**src/rtl/dma_seq_pkg.sv**
```systemverilog
package dma_seq_pkg;
  typedef enum logic [1:0] {DIR_P2M = 2'd0, DIR_M2P = 2'd1, DIR_M2M = 2'd2, DIR_ALT = 2'd3} dir_e;
  typedef enum logic [1:0] {MODE_ONCE = 2'd0, MODE_LOOP = 2'd1, MODE_PING = 2'd2, MODE_ALT = 2'd3} mode_e;
  typedef enum logic [1:0] {ST_IDLE = 2'd0, ST_RD = 2'd1, ST_WR = 2'd2} st_e;

  // control word bits 9:1, msb first
  typedef struct packed {
    logic       ct;
    mode_e      mode;
    logic [1:0] size;
    logic       minc;
    logic       pinc;
    dir_e       dir;
  } ctrl_t;

  localparam logic [2:0] SEL_CTRL  = 3'd0;
  localparam logic [2:0] SEL_COUNT = 3'd1;
  localparam logic [2:0] SEL_PADDR = 3'd2;
  localparam logic [2:0] SEL_MB0   = 3'd3;
  localparam logic [2:0] SEL_MB1   = 3'd4;
endpackage

```
**src/rtl/dma_seq_cfg.sv**
```systemverilog
module dma_seq_cfg
  import dma_seq_pkg::*;
#(
  parameter int AW = 32
) (
  input  logic          clk_i,
  input  logic          rst_ni,
  input  logic          we_i,
  input  logic [2:0]    sel_i,
  input  logic [8:0]    ctrl_bits_i,
  input  logic [AW-1:0] addr_bits_i,
  input  logic          lock_i,
  output ctrl_t         ctrl_o,
  output logic [AW-1:0] paddr_o,
  output logic [AW-1:0] mb0_o,
  output logic [AW-1:0] mb1_o
);
  always_ff @(posedge clk_i or negedge rst_ni) begin
    if (!rst_ni) begin
      ctrl_o  <= '0;
      paddr_o <= '0;
      mb0_o   <= '0;
      mb1_o   <= '0;
    end else if (we_i && !lock_i) begin
      case (sel_i)
        SEL_CTRL:  ctrl_o  <= ctrl_t'(ctrl_bits_i);
        SEL_PADDR: paddr_o <= addr_bits_i;
        SEL_MB0:   mb0_o   <= addr_bits_i;
        SEL_MB1:   mb1_o   <= addr_bits_i;
        default: ;
      endcase
    end
  end
endmodule

```
**src/rtl/dma_seq_cnt.sv**
```systemverilog
module dma_seq_cnt #(
  parameter int CW = 16
) (
  input  logic          clk_i,
  input  logic          rst_ni,
  input  logic          load_i,
  input  logic [CW-1:0] load_val_i,
  input  logic          step_i,
  input  logic          reload_i,
  output logic [CW-1:0] count_o,
  output logic          last_o,
  output logic          ht_o,
  output logic          tc_o
);
  logic [CW-1:0] len_q;
  logic [CW-1:0] dec;

  assign dec    = count_o - 1'b1;
  assign last_o = (count_o == CW'(1));

  always_ff @(posedge clk_i or negedge rst_ni) begin
    if (!rst_ni) begin
      count_o <= '0;
      len_q   <= '0;
      ht_o    <= 1'b0;
      tc_o    <= 1'b0;
    end else begin
      ht_o <= step_i && (dec == (len_q >> 1));
      tc_o <= step_i && last_o;
      if (load_i) begin
        count_o <= load_val_i;
        len_q   <= load_val_i;
      end else if (step_i) begin
        count_o <= last_o ? (reload_i ? len_q : '0) : dec;
      end
    end
  end
endmodule

```
**src/rtl/dma_seq_ptr.sv**
```systemverilog
module dma_seq_ptr #(
  parameter int AW = 32
) (
  input  logic          clk_i,
  input  logic          rst_ni,
  input  logic          load_i,
  input  logic          step_i,
  input  logic          wrap_i,
  input  logic          dbuf_i,
  input  logic          pinc_i,
  input  logic          minc_i,
  input  logic [1:0]    size_i,
  input  logic          ct_init_i,
  input  logic [AW-1:0] pbase_i,
  input  logic [AW-1:0] mb0_i,
  input  logic [AW-1:0] mb1_i,
  output logic [AW-1:0] paddr_o,
  output logic [AW-1:0] maddr_o,
  output logic          ct_o
);
  logic [AW-1:0] stp;
  logic          ct_nx;

  always_comb begin
    case (size_i)
      2'd0:    stp = AW'(1);
      2'd1:    stp = AW'(2);
      default: stp = AW'(4);
    endcase
  end

  assign ct_nx = dbuf_i ? ~ct_o : ct_o;

  always_ff @(posedge clk_i or negedge rst_ni) begin
    if (!rst_ni) begin
      paddr_o <= '0;
      maddr_o <= '0;
      ct_o    <= 1'b0;
    end else if (load_i) begin
      paddr_o <= pbase_i;
      ct_o    <= ct_init_i;
      maddr_o <= ct_init_i ? mb1_i : mb0_i;
    end else if (step_i && wrap_i) begin
      paddr_o <= pbase_i;
      ct_o    <= ct_nx;
      maddr_o <= ct_nx ? mb1_i : mb0_i;
    end else if (step_i) begin
      if (pinc_i) paddr_o <= paddr_o + stp;
      if (minc_i) maddr_o <= maddr_o + stp;
    end
  end
endmodule

```
**src/rtl/dma_stream_seq.sv**
```systemverilog
module dma_stream_seq
  import dma_seq_pkg::*;
#(
  parameter int AW = 32,
  parameter int DW = 32,
  parameter int CW = 16
) (
  input  logic          clk_i,
  input  logic          rst_ni,
  input  logic          cfg_we_i,
  input  logic [2:0]    cfg_sel_i,
  input  logic [DW-1:0] cfg_wdata_i,
  input  logic          xfer_req_i,
  output logic          en_o,
  output logic [CW-1:0] count_o,
  output logic          ct_o,
  output logic          bus_req_o,
  output logic          bus_we_o,
  output logic [AW-1:0] bus_addr_o,
  output logic [DW-1:0] bus_wdata_o,
  input  logic [DW-1:0] bus_rdata_i,
  input  logic          bus_ack_i,
  input  logic          bus_err_i,
  output logic          ht_o,
  output logic          tc_o,
  output logic          te_o
);
  ctrl_t         ctrl;
  logic [AW-1:0] pbase, mb0, mb1, paddr, maddr, src, dst;
  st_e           st_q;
  logic          en_q, live_q, stop_q, te_q;
  logic [DW-1:0] data_q;
  logic          wr_ctrl, en_clr, en_set, last, m2m, reload, dbuf, item_done, fault;

  assign wr_ctrl   = cfg_we_i && (cfg_sel_i == SEL_CTRL);
  assign en_clr    = wr_ctrl && !cfg_wdata_i[0] && en_q;
  assign en_set    = wr_ctrl && cfg_wdata_i[0] && !en_q && (count_o != '0);
  assign m2m       = (ctrl.dir == DIR_M2M);
  assign reload    = !m2m && ((ctrl.mode == MODE_LOOP) || (ctrl.mode == MODE_PING));
  assign dbuf      = !m2m && (ctrl.mode == MODE_PING);
  assign fault     = (st_q != ST_IDLE) && bus_err_i;
  assign item_done = (st_q == ST_WR) && bus_ack_i && !bus_err_i;

  assign src = (ctrl.dir == DIR_M2P) ? maddr : paddr;
  assign dst = (ctrl.dir == DIR_M2P) ? paddr : maddr;

  assign en_o        = en_q;
  assign te_o        = te_q;
  assign bus_req_o   = (st_q != ST_IDLE);
  assign bus_we_o    = (st_q == ST_WR);
  assign bus_addr_o  = (st_q == ST_WR) ? dst : src;
  assign bus_wdata_o = data_q;

  dma_seq_cfg #(.AW(AW)) u_cfg (
    .clk_i       (clk_i),
    .rst_ni      (rst_ni),
    .we_i        (cfg_we_i),
    .sel_i       (cfg_sel_i),
    .ctrl_bits_i (cfg_wdata_i[9:1]),
    .addr_bits_i (cfg_wdata_i[AW-1:0]),
    .lock_i      (en_q),
    .ctrl_o      (ctrl),
    .paddr_o     (pbase),
    .mb0_o       (mb0),
    .mb1_o       (mb1)
  );

  dma_seq_cnt #(.CW(CW)) u_cnt (
    .clk_i      (clk_i),
    .rst_ni     (rst_ni),
    .load_i     (cfg_we_i && (cfg_sel_i == SEL_COUNT) && !en_q),
    .load_val_i (cfg_wdata_i[CW-1:0]),
    .step_i     (item_done),
    .reload_i   (reload),
    .count_o    (count_o),
    .last_o     (last),
    .ht_o       (ht_o),
    .tc_o       (tc_o)
  );

  dma_seq_ptr #(.AW(AW)) u_ptr (
    .clk_i     (clk_i),
    .rst_ni    (rst_ni),
    .load_i    (!live_q),
    .step_i    (item_done),
    .wrap_i    (last && reload),
    .dbuf_i    (dbuf),
    .pinc_i    (ctrl.pinc),
    .minc_i    (ctrl.minc),
    .size_i    (ctrl.size),
    .ct_init_i (ctrl.ct),
    .pbase_i   (pbase),
    .mb0_i     (mb0),
    .mb1_i     (mb1),
    .paddr_o   (paddr),
    .maddr_o   (maddr),
    .ct_o      (ct_o)
  );

  // live_q lags en_q so pointers latch the final control word before the first item
  always_ff @(posedge clk_i or negedge rst_ni) begin
    if (!rst_ni) begin
      st_q   <= ST_IDLE;
      en_q   <= 1'b0;
      live_q <= 1'b0;
      stop_q <= 1'b0;
      te_q   <= 1'b0;
      data_q <= '0;
    end else begin
      live_q <= en_q;
      te_q   <= fault;
      if (en_clr && (st_q != ST_IDLE)) stop_q <= 1'b1;
      case (st_q)
        ST_IDLE: begin
          if (en_clr) en_q <= 1'b0;
          else if (en_set) en_q <= 1'b1;
          else if (en_q && live_q && (m2m || xfer_req_i)) st_q <= ST_RD;
        end
        ST_RD: begin
          if (bus_err_i) begin
            en_q   <= 1'b0;
            stop_q <= 1'b0;
            st_q   <= ST_IDLE;
          end else if (bus_ack_i) begin
            data_q <= bus_rdata_i;
            st_q   <= ST_WR;
          end
        end
        ST_WR: begin
          if (bus_err_i) begin
            en_q   <= 1'b0;
            stop_q <= 1'b0;
            st_q   <= ST_IDLE;
          end else if (bus_ack_i) begin
            st_q <= ST_IDLE;
            if (stop_q || en_clr || (last && !reload)) begin
              en_q   <= 1'b0;
              stop_q <= 1'b0;
            end
          end
        end
        default: st_q <= ST_IDLE;
      endcase
    end
  end
endmodule

```
**config.mk**
```make
export PLATFORM = sky130hd
export DESIGN_NAME = dma_stream_seq
export DESIGN_NICKNAME = d
export VERILOG_FILES = /design/src/rtl/dma_seq_pkg.sv /design/src/rtl/dma_seq_cfg.sv /design/src/rtl/dma_seq_cnt.sv /design/src/rtl/dma_seq_ptr.sv /design/src/rtl/dma_stream_seq.sv
export SDC_FILE = /design/constraint.sdc
export NUM_CORES = 1
export LEC_CHECK = 0
export ABC_AREA = 1
export BUFFER_PORTS_ARGS = -buffer_cell sky130_fd_sc_hd__buf_2
export CAP_MARGIN = 20
export CORE_ASPECT_RATIO = 0.8
export CORE_MARGIN = 5
export CORE_UTILIZATION = 54
export CTS_CLUSTER_DIAMETER = 200
export CTS_CLUSTER_SIZE = 14
export DETAILED_ROUTE_END_ITERATION = 7
export PLACE_DENSITY = 0.78
export SYNTH_ARGS = -nofsm -noshare
export SYNTH_HDL_FRONTEND = slang
export SYNTH_SLANG_ARGS = --single-unit
```
**constraint.sdc**
```tcl
create_clock -name clk_i -period 2.54 [get_ports clk_i]
set_input_delay 0.254 -clock clk_i [delete_from_list [all_inputs] [get_ports clk_i]]
set_output_delay 0.254 -clock clk_i [all_outputs]
set_load 0.02 [all_outputs]
```
Word level (Yosys, flattened, before mapping)
Cells that the tools add are included.
- flip-flop bits (word level): 242
- bits of input ports: 73
- output and inout bits: 87
- word-level logic and storage cells: 141
- add/subtract/negate cells: 3
- equality and inequality tests: 25
- muxes and demuxes: 42
- bitwise logic cells: 2
- reductions and logical operators: 47
- operators by type and width (cell ; count):
    $mux W32 ; 13
    $add A32 B3 Y32 ; 2
    $mux W16 ; 4
    $logic_and A1 B1 Y1 ; 22
    $eq A16 B1 Y1 const B ; 1
    $eq A16 B15 Y1 ; 1
    $reduce_bool A16 Y1 ; 1
    $sub A16 B1 Y16 const B ; 1
    $ne A3 B1 Y1 const B ; 5
    $mux W1 ; 14
    $mux W2 ; 7
    $reduce_and A2 Y1 ; 6
    $reduce_and A5 Y1 ; 2
    $eq A2 B1 Y1 const B ; 4
    $ne A2 B2 Y1 const B ; 4
    $eq A2 B2 Y1 const B ; 3
    $eq A3 B2 Y1 const B ; 2
    $ne A3 B3 Y1 const B ; 2
    $pmux W2 S3 ; 1
    $pmux W3 S2 ; 1
    $logic_not A1 Y1 ; 5
    $logic_not A2 Y1 ; 2
    $logic_or A1 B1 Y1 ; 4
    $reduce_bool A2 Y1 ; 2
    other kinds (9) ; 10

Logic depth before layout (Yosys ltp)
Gate-level depths: netlist of the first run.
- depth after elaboration: 10
- mapped depth: 16
- depth with buffers taken out: 16

By module
A second synthesis of the first run with hierarchy kept.
- cells, all modules: 1928
- area total of the unflattened synthesis: 14639.0 um2
- modules (own cells, without submodules) (module ; instances ; cells an instance ; area each (um2) ; seq. area each (um2)):
    dma_seq_ptr ; 1 ; 926 ; 5755.5 ; 1626.6
    dma_seq_cfg ; 1 ; 469 ; 4277.9 ; 2627.5
    dma_seq_cnt ; 1 ; 344 ; 2354.8 ; 850.8
    dma_stream_seq ; 1 ; 189 ; 2250.9 ; 950.9

Worst setup path before layout of the first run
No wires, ideal clock.
- path kind: register to register
- start point: register u_cfg.ctrl_o[5] (netlist bit)
- end point: register u_ptr.maddr_o[26]
- setup time: 0.121 ns
- arrival: 2.258 ns
- required time: 2.419 ns
- path slack: 0.161 ns
- stages on the path, launching flop included: 16
- period minus slack after synthesis: 2.379 ns
- cell sequence: dfrtp_1 nor2_1 ha_1 inv_1 fa_1 inv_1 nand2_1 a21oi_1 nand2_1 nor2_1 nand2_1 xor2_1 nand2_1 nand2_1 nand2_1 o21ai_1
- word-level cells in the longest chain between the ends: 7
- ends and longest elaborated chain (element ; line ; source):
    start, declared ; dma_seq_cfg.sv:13 ; output ctrl_t ctrl_o,
    start signal, assigned ; dma_seq_cfg.sv:26 ; SEL_CTRL: ctrl_o <= ctrl_t'(ctrl_bits_i);
    $eq A2 B1 Y1 or $logic_not A2 Y1 (tied branches) ; dma_seq_ptr.sv:25 ; case (size_i)
    $pmux W3 S2 * ; dma_seq_ptr.sv:25 ;
    $add A32 B3 Y32 * ; dma_seq_ptr.sv:49 ; if (minc_i) maddr_o <= maddr_o + stp;
    $mux W32 * ; dma_seq_ptr.sv:49 ;
    $mux W32 * ; dma_seq_ptr.sv:47 ; end else if (step_i) begin
    $mux W32 * ; dma_seq_ptr.sv:43 ; end else if (step_i && wrap_i) begin
    $mux W32 * ; dma_seq_ptr.sv:39 ; end else if (load_i) begin
    end signal, assigned ; dma_seq_ptr.sv:42 ; maddr_o <= ct_init_i ? mb1_i : mb0_i;
    end signal, assigned ; dma_seq_ptr.sv:46 ; maddr_o <= ct_nx ? mb1_i : mb0_i;
    end signal, assigned ; dma_seq_ptr.sv:49 ;
    end, declared ; dma_seq_ptr.sv:18 ; output logic [AW-1:0] maddr_o,
Mark *: on every way between the ends. The rest lies on a longest branch, timed or not. The select of a mux whose other input is x is not followed.
A chain may end at the register's enable or synchronous reset.

Final worst setup path of the first run
- start point: register st_q[0]
- end point: output port bus_addr_o[18]
- word-level cells in the longest chain between the ends: 2
- ends and longest elaborated chain (element ; line ; source):
    start, declared ; dma_stream_seq.sv:30 ; st_e st_q;
    start signal, assigned ; dma_stream_seq.sv:103 ; st_q <= ST_IDLE;
    start signal, assigned ; dma_stream_seq.sv:117 ; else if (en_q && live_q && (m2m || xfer_req_i)) st_q <= ST_RD;
    start signal, assigned ; dma_stream_seq.sv:123 ; st_q <= ST_IDLE;
    $eq A2 B2 Y1 ; dma_stream_seq.sv:51 ; assign bus_addr_o = (st_q == ST_WR) ? dst : src;
    $mux W32 ; dma_stream_seq.sv:51 ;
    end, declared ; dma_stream_seq.sv:19 ; output logic [AW-1:0] bus_addr_o,
Every way passes these cells.

==> run summary, run 1 <==
clk slew on worst S/H paths: 0.06 ns
die width: 189 um
Sequential cell area: 0.00606 mm^2
EDFF count, synth: 0
final setup vio count: 0
Mapped Cells: 1899
uppermost routed layer: met4
top-level I/O count: 160
Met1 Routed Length: 19500 um
hold_ws: 0.0201 ns
HPWL Detailed: 31100 um
Crit. End Element: primary output
#FFs+latches synth: 242
share of post-route cells with drive strength above 1: 15.2%
Die Span Y: 153 um
Final Hold Vio Count: 0
peak supply drop: 0.724 mV
combinational share of power: 51.1%
CTS buffer count: 21
initial antenna violation count: 0
Final ANT Viol Nets: 0
most common cell in the synthesized netlist: nand2_1
status: finished, final reports clean
number of global-route vias before repair: 13166
clock power share: 13.6%
# diodes: 0
Post-Route WL: 43800 um
post-synthesis average cell area: 7.28 um^2
top-area cell type share of the netlist area: 43.8%
worst skew pair latency: 0.52 ns
synthesized area: 0.0138 mm^2
DR vias: 13675
Final Skew: 0.0159 ns
# rows: 52
fraction of registers with async set/reset: 100%
sequential power share: 35.3%
Net count, final: 2180
largest net degree at the start of global routing: 73
internal cell power: 11000 uW
Iter 0 DRT Violations: 1641
Bufs on Longest Clock Path: 3
Yosys warnings: 0
Period minus WS final: 2.45 ns
Multi-input gate area: 0.00681 mm^2
unrepaired setup endpoints after global routing: yes
LEAKAGE: 0.00799 uW
Power per Cell Area: 1320 mW/mm^2
commonest cells in the netlist: nand2_1, dfrtp_1, o21ai_0
crit path max fanout: 63
Pins Over Slew Limit: 0
Hold Crit Class: in2reg
port buffer count: 159
Period Utilization, post-route: 96.4%
vias per cell: 5.66
gpl congestion: 0.993
Switch Pwr: 10400 uW
WP data required: 2.29 ns
Util after Layout: 64.1%
fmax: 408 MHz
CTS Sinks: 242
dominant cells by area after synthesis: dfrtp_1, nand2_1, o21ai_0, nor2_1, inv_1
Overflow after GRT: 0
maxcap violations: 0
met3 wire len: 5580 um
total core area: 0.0252 mm^2
syn_nets: 1987
Synth area leader: dfrtp_1
relative slew slack: 51.3%
global-route wire length before repair: 70900 um
register area share after synthesis: 43.8%
Starting Density: 54.7%
dpl ws: -0.0285 ns
clock root buffer: clkbuf_16
H-tree levels: 1
die area: 0.0289 mm^2
synth unique cells: 48
met2 WL: 17800 um
DRC: 0
Slew @ Worst Pin: 0.726 ns
sw frac: 48.7%
final worst setup slack: 0.0919 ns
GR Util All Layers: 30.2%
Routed WL per cell: 18.1 um
Layout area overhead: 17.2%
CP Class: reg2out
CP startpoint kind: register
Pre-Repair DR Iteration Count: 5
crit path DAT: 2.19 ns
CTS tree: yes
fillers: 2228
Synth Flop Type: dfrtp_1
## metal layers
metal	vias up	GRT usage, %
met5	-	0
met4	0	5.93
met3	79	9.87
met2	712	42.4
met1	6421	45.9
li1	6463	-
## repair_timing
action	in CTS	in global routing
gates resized for setup	7	15
setup buffers	0	6
pin swaps	0	5
hold buffers	42	0
setup endpoints to repair	10	37
endpoints found under the hold margin	110	0
gates cloned	0	0
## cell type report
class	count	share of cell area (%)
Clock inverter	2	0.124
Timing Repair Buffer	252	10.4
Inverter	184	4.27
Multi-Input combinational cell	1391	42.0
Clock buffer	21	3.25
Tap cell	324	2.50
Sequential cell	242	37.4
## path summary, 6_finish.rpt
path	start	to	slack, ns	cells after the start
max	st_q[0]$_DFFE_PN0P_	bus_addr_o[18]	0.09	6
min	cfg_wdata_i[3]	u_cfg.ctrl_o[2]$_DFFE_PN0P_	0.02	3
max reg2reg	u_cfg.ctrl_o[5]$_DFFE_PN0P_	u_ptr.maddr_o[28]$_DFFE_PN0P_	0.15	16
min reg2reg	en_o$_DFFE_PN0P_	live_q$_DFF_PN0_	0.47	0
max in group asynchronous	rst_ni	bus_wdata_o[13]$_DFFE_PN0P_	1.43	3
min in group asynchronous	rst_ni	u_cnt.ht_o$_DFF_PN0_	0.30	2
## placed cells by master (no fill, tap or decap), types with 17 or more instances in the layout
cell type / n
nand4_1: 17
nor3_1: 30
xor2_1: 39
nand2_1: 581
inv_1: 173
nor2_1: 192
a21oi_1: 38
o21ai_0: 206
buf_2: 158
mux2_2: 33
nand3_1: 95
o21ai_1: 51
clkbuf_16: 21
buf_4: 45
dfrtp_1: 241
dlygate4sd3_1: 42
## registers in the layout, indices dropped and copies added, names as in the netlist, 2 cells and up
name           cells
u_cfg.paddr_o     32
u_ptr.paddr_o     32
u_ptr.maddr_o     32
u_cfg.mb1_o       32
st_q               2
u_cfg.ctrl_o       9
u_cfg.mb0_o       32
u_cnt.count_o     16
bus_wdata_o       32
u_cnt.len_q       16
## power groups by stage
stage | Sequential (uW) | Clock (uW) | Combinational, uW
floorplan | 7400 | 0 | 7060
global placement | 7420 | 0 | 10300
detailed placement | 7470 | 0 | 10600
CTS | 7450 | 2970 | 10700
global route | 7750 | 3100 | 12200
finish | 7540 | 2910 | 10900
## stage by stage
stage	cell area, um^2	power [uW]	setup TNS [ns]	cells
after detailed placement	15100	18100	-0.0504	2345
after global placement	15100	17800	0	2345
after CTS	16100	21100	0	2410
after global routing	16200	23000	-0.136	2416
final	16200	21400	0	2416
after floorplan	13800	14500	0	1899
## cells by family after synthesis
group / synth area share (%)
compound gates: 12.7
xor+xnor: 3.10
fa+ha+maj: 1.47
buf+inv: 7.66
flops: 43.8
mux: 2.76
simple gates: 28.5
## worst max-delay path, cell delays in order (launching register included)
cell and delay, ns:
dfrtp_1 0.41, inv_2 0.10, ha_4 0.18, xor2_4 0.16
buf_12 0.25, mux2_2 0.38, buf_2 0.16
Note: power is estimated with default switching activity, not from simulation.
==> run 2: changes to the inputs <==
--- a/constraint.sdc
+++ b/constraint.sdc
@@ -3,2 +3,2 @@
 set_output_delay 0.254 -clock clk_i [all_outputs]
-set_load 0.02 [all_outputs]
+set_load 0.1 [all_outputs]
==> run summary, run 2 (synthesized netlist as in run 1, its figures left out) <==
die width: 189 um (unchanged)
WP data required: 2.29 ns (about the same)
die area: 0.0289 mm^2 (unchanged)
CTS tree: yes (unchanged)
Overflow after GRT: 0 (unchanged)
DR vias: 13724 (was 13675)
Period minus WS final: 2.49 ns (was 2.45 ns)
number of global-route vias before repair: 13539 (was 13166)
Crit. End Element: primary output (unchanged)
worst skew pair latency: 0.52 ns (about the same)
Slew @ Worst Pin: 0.682 ns (was 0.726 ns)
CTS Sinks: 242 (unchanged)
Hold Crit Start: cfg_wdata_i[14] (was cfg_wdata_i[3])
H-tree levels: 1 (unchanged)
Final Hold Vio Count: 0 (unchanged)
crit path DAT: 2.24 ns (was 2.19 ns)
DRC: 0 (unchanged)
CP startpoint kind: register (unchanged)
Hold Path Cell Cnt: 3 (unchanged)
clk slew on worst S/H paths: 0.06 ns (about the same)
vias per cell: 5.70 (was 5.66)
CP Class: reg2out (unchanged)
Net count, final: 2172 (was 2180)
Hold Crit Class: in2reg (unchanged)
Final Skew: 0.0190 ns (was 0.0159 ns)
global-route wire length before repair: 74700 um (was 70900 um)
Pins Over Slew Limit: 0 (unchanged)
unrepaired setup endpoints after global routing: yes (unchanged)
fillers: 2176 (was 2228)
# diodes: 0 (unchanged)
# rows: 52 (unchanged)
clock root buffer: clkbuf_16 (unchanged)
Layout area overhead: 21.7% (was 17.2%)
total core area: 0.0252 mm^2 (unchanged)
commonest cells after routing, fill and taps aside: nand2_1, dfrtp_1, nor2_1 (was nand2_1, dfrtp_1, o21ai_0)
gpl congestion: 1.04 (was 0.993)
cells on worst reg2reg path: 16 (unchanged)
Final ANT Viol Nets: 0 (unchanged)
status: finished, final reports clean (unchanged)
Die Span Y: 153 um (unchanged)
maxcap violations: 0 (unchanged)
FF-to-FF setup slack: 0.14 ns (was 0.15 ns)
Crit Reg-Reg Startpoint: u_cfg.ctrl_o[5]$_DFFE_PN0P_ (unchanged)
share of post-route cells with drive strength above 1: 16.9% (was 15.2%)
GR Util All Layers: 32.0% (was 30.2%)
Period Utilization, post-route: 98.1% (was 96.4%)
fmax: 402 MHz (was 408 MHz)
initial antenna violation count: 0 (unchanged)
Iter 0 DRT Violations: 1190 (was 1641)
WHS Endpoint: u_cnt.len_q[14]$_DFFE_PN0P_ (was u_cfg.ctrl_o[2]$_DFFE_PN0P_)
Bufs on Longest Clock Path: 3 (unchanged)
port buffer count: 159 (unchanged)
relative slew slack: 54.2% (was 51.3%)
Routed WL per cell: 19.4 um (was 18.1 um)
Pre-Repair DR Iteration Count: 5 (unchanged)
crit path max fanout: 10 (was 63)
final worst setup slack: 0.0493 ns (was 0.0919 ns)
commonest non-fill, non-tap cell in the layout: nand2_1 (unchanged)
HPWL Detailed: 33700 um (was 31100 um)
Reg-to-Reg End: u_ptr.maddr_o[28]$_DFFE_PN0P_ (unchanged)
Starting Density: 54.7% (unchanged)
largest net degree at the start of global routing: 69 (was 73)
CTS buffer count: 21 (unchanged)
final setup vio count: 0 (unchanged)
top-level I/O count: 160 (unchanged)
Post-Route WL: 46600 um (was 43800 um)
dpl ws: 0.0196 ns (was -0.0285 ns)
[run 2: cell count changes in the layout (fill, tap and decap cells not counted), sizes merged]
cell,change
dlygate4sd3,-12
buf,+3
clkbuf,+1
[run 2: how the worst max path moves through the flow]
stage	start	to	slack [ns]	cells after the start
after floorplan	st_q[0]$_DFFE_PN0P_	bus_addr_o[21]	0.02	6
after global placement	u_cfg.ctrl_o[5]$_DFFE_PN0P_	u_ptr.maddr_o[28]$_DFFE_PN0P_	0.12	16
after detailed placement	u_cfg.ctrl_o[5]$_DFFE_PN0P_	u_ptr.paddr_o[18]$_DFFE_PN0P_	0.02	11
after CTS	st_q[0]$_DFFE_PN0P_	bus_addr_o[17]	-0.006	8
after global routing	u_cfg.ctrl_o[5]$_DFFE_PN0P_	u_ptr.maddr_o[28]$_DFFE_PN0P_	-0.005	16
final	st_q[0]$_DFFE_PN0P_	bus_addr_o[8]	0.05	7
[run 2: layer usage]
layer	part of all wire [%]	track usage, %	vias up	wire length [um]
met5	0	0	-	0
met4	3.4	9.47	0	1570
met3	9.9	6.38	108	4600
met2	43	47.7	675	20100
met1	44	47.5	6488	20300
li1	-	-	6453	-
[run 2: worst max-delay path: stages (launching register included)]
cell	delay, ns
dfrtp_1	0.39
inv_1	0.10
ha_4	0.20
xor2_4	0.19
buf_4	0.19
clkbuf_16	0.20
o21ai_4	0.13
buf_4	0.31
[run 2: metrics by stage]
stage	instance area [um^2]	util (%)	hold slack (ns)	TNS [ns]	cells
floorplan	14200	-	-0.0416	0	1899
global placement	15700	62.4	0.256	0	2351
detailed placement	15700	62.4	0.254	0	2351
CTS	16700	66.1	0.00219	-0.0147	2405
global route	16800	66.6	0.0124	-0.0119	2408
finish	16800	66.6	0.00965	0	2408
[run 2: what timing repair did]
action,in CTS,in global routing
pin swaps,0,3
setup buffers,1,1
endpoints found under the hold margin,90,1
setup endpoints to repair,31,44
hold buffers,29,1
gates cloned,1,1
resized for setup,24,28
[run 2: area by class of cell]
class                           instances  area (um^2)  share of cell area (%)
Multi-Input combinational cell       1391         7160                    42.6
Sequential cell                       242         6060                    36.0
Timing Repair Buffer                  244         1950                    11.6
Inverter                              184          693                    4.12
Clock buffer                           21          526                    3.13
Tap cell                              324          405                    2.41
Clock inverter                          2         20.0                   0.119
Power of run 2 is left out: the tool's default activity adds up to more than one toggle a clock period on the data nets, which glitch-free logic cannot reach.
